**src/rtl/e1tx_pkg.sv**
```systemverilog
package e1tx_pkg;
    // symbol carried through the line coder pipeline
    typedef enum logic [1:0] {SYM_ZERO, SYM_MARK, SYM_BPUL, SYM_VPUL} sym_t;
    // polarity of the most recent pulse on the line
    typedef enum logic {LAST_NEG, LAST_POS} pol_t;
    // parity of pulses sent since the last violation
    typedef enum logic {CNT_EVEN, CNT_ODD} par_t;

    localparam int CTL_PASS  = 7;
    localparam int CTL_SIREG = 4;
    localparam int CTL_HDB3  = 1;
    localparam logic [7:0] CTL_RSVD_MASK = 8'b0110_1101;
endpackage

```
**src/rtl/e1_frame_pos.sv**
```systemverilog
module e1_frame_pos #(
    parameter int SLOTS     = 32,
    parameter int SLOT_BITS = 8
) (
    input  logic                         clk,
    input  logic                         rst_n,
    input  logic                         bit_en,
    output logic                         ts0,
    output logic [$clog2(SLOT_BITS)-1:0] ts0_bit,
    output logic                         odd_frame
);
    localparam int FRAME_BITS = SLOTS * SLOT_BITS;
    localparam int CW         = $clog2(FRAME_BITS);
    localparam int SB_W       = $clog2(SLOT_BITS);

    logic [CW-1:0] bit_cnt;

    always_ff @(posedge clk) begin
        if (!rst_n) begin
            bit_cnt   <= '0;
            odd_frame <= 1'b0;
        end else if (bit_en) begin
            if (bit_cnt == CW'(FRAME_BITS - 1)) begin
                bit_cnt   <= '0;
                odd_frame <= ~odd_frame;
            end else begin
                bit_cnt <= bit_cnt + 1'b1;
            end
        end
    end

    always_comb begin
        ts0     = (bit_cnt < CW'(SLOT_BITS));
        ts0_bit = bit_cnt[SB_W-1:0];
    end

    // parity of the frame turns over exactly at the end of a frame
    p_frame_wrap_r6: assert property (@(posedge clk) disable iff (!rst_n)
        (bit_en && bit_cnt == CW'(FRAME_BITS - 1)) |=> (odd_frame != $past(odd_frame)));
    p_frame_hold_r6: assert property (@(posedge clk) disable iff (!rst_n)
        (!bit_en) |=> $stable(odd_frame));
endmodule

```
**src/rtl/e1_ts0_insert.sv**
```systemverilog
module e1_ts0_insert #(
    parameter int SLOT_BITS = 8
) (
    input  logic                         clk,
    input  logic                         rst_n,
    input  logic                         bit_en,
    input  logic                         ser_in,
    input  logic                         ts0,
    input  logic [$clog2(SLOT_BITS)-1:0] ts0_bit,
    input  logic                         odd_frame,
    input  logic                         pass_thru,
    input  logic                         si_from_reg,
    input  logic [SLOT_BITS-1:0]         fas_byte,
    input  logic [SLOT_BITS-1:0]         nfas_byte,
    output logic                         fmt_bit,
    output logic                         nrz_out
);
    localparam int SB_W = $clog2(SLOT_BITS);

    logic [SLOT_BITS-1:0] cur_byte;
    logic                 reg_bit;

    always_comb begin
        cur_byte = odd_frame ? nfas_byte : fas_byte;
        reg_bit  = cur_byte[SB_W'(SLOT_BITS - 1) - ts0_bit];
        fmt_bit  = ser_in;
        if (ts0) begin
            if (ts0_bit == '0)
                fmt_bit = (si_from_reg && !pass_thru) ? reg_bit : ser_in;
            else
                fmt_bit = pass_thru ? ser_in : reg_bit;
        end
    end

    always_ff @(posedge clk) begin
        if (!rst_n)      nrz_out <= 1'b0;
        else if (bit_en) nrz_out <= fmt_bit;
    end

    // payload outside timeslot 0 is carried through untouched
    p_payload_r5: assert property (@(posedge clk) disable iff (!rst_n)
        (bit_en && !ts0) |=> (nrz_out == $past(ser_in)));
    // with pass-through set the whole field follows the serial input
    p_pass_field_r1: assert property (@(posedge clk) disable iff (!rst_n)
        (bit_en && pass_thru) |=> (nrz_out == $past(ser_in)));
endmodule

```
**src/rtl/e1_line_coder.sv**
```systemverilog
module e1_line_coder
    import e1tx_pkg::*;
(
    input  logic clk,
    input  logic rst_n,
    input  logic bit_en,
    input  logic hdb3_en,
    input  logic din,
    output logic line_pos,
    output logic line_neg
);
    localparam int DEPTH = 4;

    sym_t pipe_q [DEPTH];
    sym_t pipe_d [DEPTH];
    pol_t pol_q, pol_d;
    par_t par_q, par_d;
    logic pos_d, neg_d;
    logic subst;

    // state register
    always_ff @(posedge clk) begin
        if (!rst_n) begin
            for (int i = 0; i < DEPTH; i++) pipe_q[i] <= SYM_ZERO;
            pol_q    <= LAST_NEG;
            par_q    <= CNT_EVEN;
            line_pos <= 1'b0;
            line_neg <= 1'b0;
        end else if (bit_en) begin
            for (int i = 0; i < DEPTH; i++) pipe_q[i] <= pipe_d[i];
            pol_q    <= pol_d;
            par_q    <= par_d;
            line_pos <= pos_d;
            line_neg <= neg_d;
        end
    end

    // next state and outputs
    always_comb begin
        subst = hdb3_en && !din && (pipe_q[0] == SYM_ZERO)
                && (pipe_q[1] == SYM_ZERO) && (pipe_q[2] == SYM_ZERO);
        pipe_d[0] = subst ? SYM_VPUL : (din ? SYM_MARK : SYM_ZERO);
        pipe_d[1] = pipe_q[0];
        pipe_d[2] = pipe_q[1];
        pipe_d[3] = (subst && par_q == CNT_EVEN) ? SYM_BPUL : pipe_q[2];

        unique case (par_q)
            CNT_EVEN: par_d = (din && !subst) ? CNT_ODD : CNT_EVEN;
            CNT_ODD:  par_d = subst ? CNT_EVEN : (din ? CNT_EVEN : CNT_ODD);
        endcase

        pol_d = pol_q;
        pos_d = 1'b0;
        neg_d = 1'b0;
        unique case (pipe_q[DEPTH-1])
            SYM_ZERO: ;
            SYM_MARK, SYM_BPUL: begin
                pol_d = (pol_q == LAST_POS) ? LAST_NEG : LAST_POS;
                pos_d = (pol_q == LAST_NEG);
                neg_d = (pol_q == LAST_POS);
            end
            SYM_VPUL: begin
                pos_d = (pol_q == LAST_POS);
                neg_d = (pol_q == LAST_NEG);
            end
        endcase
    end

    // checker state: strobes since HDB3 on, zero run seen on the rails
    logic [2:0] age_q;
    logic [2:0] zrun_q;
    always_ff @(posedge clk) begin
        if (!rst_n || !hdb3_en) begin
            age_q  <= '0;
            zrun_q <= '0;
        end else if (bit_en) begin
            if (age_q != 3'd7) age_q <= age_q + 1'b1;
            if (age_q < 3'd5)                 zrun_q <= '0;
            else if (line_pos || line_neg)    zrun_q <= '0;
            else if (zrun_q != 3'd7)          zrun_q <= zrun_q + 1'b1;
        end
    end

    p_rail_excl_r7: assert property (@(posedge clk) disable iff (!rst_n)
        !(line_pos && line_neg));
    p_rail_hold_r7: assert property (@(posedge clk) disable iff (!rst_n)
        (!bit_en) |=> ($stable(line_pos) && $stable(line_neg)));
    p_zero_run_r9: assert property (@(posedge clk) disable iff (!rst_n)
        zrun_q <= 3'd3);
endmodule

```
**src/rtl/e1_ts0_formatter.sv**
```systemverilog
module e1_ts0_formatter
    import e1tx_pkg::*;
#(
    parameter int SLOTS     = 32,
    parameter int SLOT_BITS = 8
) (
    input  logic                 clk,
    input  logic                 rst_n,
    input  logic                 bit_en,
    input  logic                 ser_in,
    input  logic [7:0]           ctrl,
    input  logic [SLOT_BITS-1:0] fas_byte,
    input  logic [SLOT_BITS-1:0] nfas_byte,
    output logic                 nrz_out,
    output logic                 line_pos,
    output logic                 line_neg,
    output logic                 cfg_err
);
    localparam int SB_W = $clog2(SLOT_BITS);

    logic            ts0, odd_frame, fmt_bit;
    logic [SB_W-1:0] ts0_bit;

    e1_frame_pos #(.SLOTS(SLOTS), .SLOT_BITS(SLOT_BITS)) u_pos (
        .clk(clk), .rst_n(rst_n), .bit_en(bit_en),
        .ts0(ts0), .ts0_bit(ts0_bit), .odd_frame(odd_frame)
    );

    e1_ts0_insert #(.SLOT_BITS(SLOT_BITS)) u_ins (
        .clk(clk), .rst_n(rst_n), .bit_en(bit_en), .ser_in(ser_in),
        .ts0(ts0), .ts0_bit(ts0_bit), .odd_frame(odd_frame),
        .pass_thru(ctrl[CTL_PASS]), .si_from_reg(ctrl[CTL_SIREG]),
        .fas_byte(fas_byte), .nfas_byte(nfas_byte),
        .fmt_bit(fmt_bit), .nrz_out(nrz_out)
    );

    e1_line_coder u_coder (
        .clk(clk), .rst_n(rst_n), .bit_en(bit_en), .hdb3_en(ctrl[CTL_HDB3]),
        .din(fmt_bit), .line_pos(line_pos), .line_neg(line_neg)
    );

    always_ff @(posedge clk) begin
        if (!rst_n) cfg_err <= 1'b0;
        else        cfg_err <= (ctrl[CTL_PASS] && ctrl[CTL_SIREG])
                               || ((ctrl & CTL_RSVD_MASK) != '0);
    end

    p_cfg_combo_r3: assert property (@(posedge clk) disable iff (!rst_n)
        (ctrl[CTL_PASS] && ctrl[CTL_SIREG]) |=> cfg_err);
    p_cfg_rsvd_r4: assert property (@(posedge clk) disable iff (!rst_n)
        ((ctrl & CTL_RSVD_MASK) != '0) |=> cfg_err);
    p_cfg_clean_r4: assert property (@(posedge clk) disable iff (!rst_n)
        (!(ctrl[CTL_PASS] && ctrl[CTL_SIREG]) && ((ctrl & CTL_RSVD_MASK) == '0))
        |=> !cfg_err);
endmodule

```
**config.mk**
```make
export PLATFORM = sky130hd
export DESIGN_NAME = e1_ts0_formatter
export DESIGN_NICKNAME = d
export VERILOG_FILES = /design/src/rtl/e1tx_pkg.sv /design/src/rtl/e1_frame_pos.sv /design/src/rtl/e1_ts0_insert.sv /design/src/rtl/e1_line_coder.sv /design/src/rtl/e1_ts0_formatter.sv
export SDC_FILE = /design/constraint.sdc
export NUM_CORES = 1
export LEC_CHECK = 0
export ABC_CLOCK_PERIOD_IN_PS = 2400
export BUFFER_PORTS_ARGS = -buffer_cell sky130_fd_sc_hd__buf_2
export CORE_MARGIN = 2
export CORE_UTILIZATION = 45
export CTS_BUF_LIST = sky130_fd_sc_hd__clkbuf_4 sky130_fd_sc_hd__clkbuf_8 sky130_fd_sc_hd__clkbuf_16
export DETAILED_ROUTE_END_ITERATION = 12
export GPL_ROUTABILITY_DRIVEN = 0
export PLACE_DENSITY = 0.71
export REMOVE_ABC_BUFFERS = 1
export SLEW_MARGIN = 10
export SYNTH_ARGS = -nofsm -noshare
export SYNTH_HDL_FRONTEND = slang
export SYNTH_HIERARCHICAL = 1
export SYNTH_SLANG_ARGS = --single-unit
```
**constraint.sdc**
```tcl
create_clock -name clk -period 2.4 [get_ports clk]
set_input_delay 0.36 -clock clk [delete_from_list [all_inputs] [get_ports clk]]
set_output_delay 0.36 -clock clk [all_outputs]
set_load 0.02 [all_outputs]
```
==> run metrics <==
hold depth=3; post-synthesis compound-gate area fraction=0.135; Hold Path Class=primary input to flip-flop; crit-path cells=or4_1 > nor2_2 > nor2b_4 > nand2_1 > a31oi_2 > nor3_1 > inv_1 > nand4_1 > buf_4 > nor2_1; Async SR Flop Fraction=0; post-synthesis mux area share=0.0785; Clock Tree Root=clkbuf_4; Worst R2R End=u_coder/pipe_q[0][1]; max-slew violation count=0; PwrDens=520 mW/mm^2; DRC Markers=0; number of max-cap violations=0; Post-Place Setup Slack=54.3 ps; worst vdd ir=0.000296 V; CP Buf/Inv Count=2; layout cells sized above 1=0.304; f_max=436 MHz; commonest cells after routing, fill and taps aside=buf_2, dfxtp_1, nand2_1; crit path from=u_pos/bit_cnt[4]; slowest stage delay, CP=530 ps; WP depth=10; Core Area=0.00273 sq mm; H-tree depth=1; Diodes inserted=0; largest net degree at the start of global routing=24; CP Max Fanout=5; global-route wire length before repair=4.46 mm; TritonCTS Buffers=3; Yosys reg bits=23; fillers=245; number of vias per cell=5.79; GRT overflow=0; die height=57.2 um; slew margin rel.=0.674; IO buf count=31; row count=19; CP max-delay cell=or4_1; crit end category=flip-flop; largest family of logic cells by synthesized area=simple AND/OR/NAND/NOR gates; total power=0.767 mW; setup violators final=0; xor/xnor share of the synthesized area=0.0343; worst setup path end=u_coder/pipe_q[0][1]; GRT Util Overall=0.173; area delta synth->final=15.7%; Ports=32; post-DP HPWL=2.00 mm; reg2reg start=u_pos/bit_cnt[4]; synthesized instance count=129; distinct cell type count after synthesis=41; slew of the pin with the lowest slew margin=485 ps; CP Class=flip-flop to flip-flop; Worst-Skew Late Latency=310 ps; Initial DRC Count=46; Die W=57.2 um; Avg Synthesized Cell Area=9.88 sq um; number of global-route vias before repair=1102; adder-cell share of the synthesized area=0.0196; Critical Path RT=2570 ps; DRT Wirelength=2.70 mm; clock-pin slew on the worst setup and hold paths=130 ps; Mapped Area=0.00127 sq mm; min cycle time layout=2290 ps; simple logic cell fraction of the synthesized area=0.255; initial antenna violation count=0; Lkg Pwr=0.631 nW; setup TNS=0 ps; via count=1095; clk_skew=5.49 ps; die area=0.00328 sq mm; commonest non-fill, non-tap cell in the layout=buf_2; worst setup margin=107 ps; R2R cell count=10; initial core utilization=0.466; Antenna Nets Post-Route=0; status=completed; register-to-register setup slack=110 ps; Initial DRT Pass Iterations=5; CTS tree=yes; Final Hold Viols=0; Worst setup SP type=flip-flop; Crit path max-delay family=simple AND/OR/NAND/NOR gates; predominant post-synthesis flop cell=dfxtp_1; clock buffer depth=2; EDFF count, synth=8; Nets=189; arrival time worst endpoint=2460 ps; CTS sink count=23; Yosys warning count=6; period utilization=0.956; Seq/Total Area, Yosys=0.424; wire per inst=14.3 um
==> report_power, final <==
group          leakage [nW]  total, mW  switching, mW  internal [mW]
Combinational         0.401      0.125         0.0633         0.0619
Clock                0.0184      0.193          0.117         0.0762
Sequential            0.212      0.449         0.0238          0.425
Total                 0.631      0.767          0.204          0.563
==> registers in the layout, summed over array words and instances, names as in the netlist <==
register / count
cfg_err: 1
u_coder/line_neg: 1
u_coder/line_pos: 1
u_coder/par_q: 1
u_coder/pipe_q: 8
u_coder/pol_q: 1
u_ins/nrz_out: 1
u_pos/bit_cnt: 8
u_pos/odd_frame: 1
==> through the flow <==
| step | instance area, sq um | hold slack, ps | util | std cells |
|---|---|---|---|---|
| after floorplan | 1220 | 478 | - | 121 |
| after global placement | 1410 | 457 | 0.517 | 183 |
| after detailed placement | 1410 | 463 | 0.517 | 183 |
| after CTS | 1440 | 277 | 0.528 | 187 |
| after global routing | 1480 | 313 | 0.540 | 189 |
| final | 1480 | 283 | 0.540 | 189 |
==> tightest hold or removal path, stage by stage <==
cell,delay [ps]
buf_2,80
nor4_2,30
a21boi_1,100
==> layer usage <==
metal | vias to the layer above | GRT usage | wire [um]
li1 | 536 | - | -
met1 | 522 | 0.190 | 1080
met2 | 29 | 0.328 | 1470
met3 | 8 | 0.0295 | 90
met4 | 0 | 0.0664 | 60
met5 | - | 0 | 0
==> cell type report <==
| cell class | instances | area [sq um] | area share |
|---|---|---|---|
| clock buffers | 4 | 30.0 | 0.0204 |
| multi-input cells | 95 | 683 | 0.463 |
| inverters | 3 | 11.3 | 0.00763 |
| repair buffers | 33 | 170 | 0.115 |
| flip-flops and latches | 23 | 542 | 0.367 |
| well taps | 31 | 38.8 | 0.0263 |
==> cell usage after synthesis, types with 2 or more instances <==
master    count  area [sq um]
dfxtp_1      15           300
nand2_1      11          41.3
mux2i_1      10           100
nor2_1       10          37.5
edfxtp_1      8           240
a21oi_1       6          30.0
and3_1        6          37.5
buf_4         5          37.5
nand4_1       4          25.0
inv_1         3          11.3
nand3b_1      3          22.5
nor2b_1       3          18.8
o21ai_0       3          15.0
o31ai_1       3          22.5
xor2_1        3          26.3
clkbuf_1      2          7.51
ha_1          2          25.0
nand2b_1      2          12.5
nand3_1       2          10.0
nor3_1        2          10.0
nor4_2        2          25.0
o211a_1       2          20.0
or3_1         2          12.5
or4_1         2          15.0
xnor2_1       2          17.5
==> cells by family (layout without fill, tap and decap cells) <==
kind of cell / Yosys count / after routing
buffers and inverters: 11 / 40
and+or+nand+nor: 55 / 55
DFF: 23 / 23
xor gates and xnor gates: 5 / 5
AOI/OAI and AO/OA: 23 / 23
muxes: 10 / 10
adders and majority gates: 2 / 2
==> how the worst min path moves through the flow <==
| stage | start | to | slack [ps] |
|---|---|---|---|
| after floorplan | u_pos/bit_cnt[6] | u_pos/bit_cnt[6] | 480 |
| after global placement | u_coder/line_neg | u_coder/line_neg | 460 |
| after detailed placement | u_coder/line_neg | u_coder/line_neg | 460 |
| after CTS | ctrl[2] | cfg_err | 280 |
| after global routing | ctrl[2] | cfg_err | 310 |
| final | ctrl[2] | cfg_err | 280 |
==> what timing repair did <==
item	CTS	global route
hold buffers	0	0
setup endpoints to repair	0	4
resized for setup	0	5
buffers inserted	0	2
No activity file was read; power rests on OpenSTA's default activity.
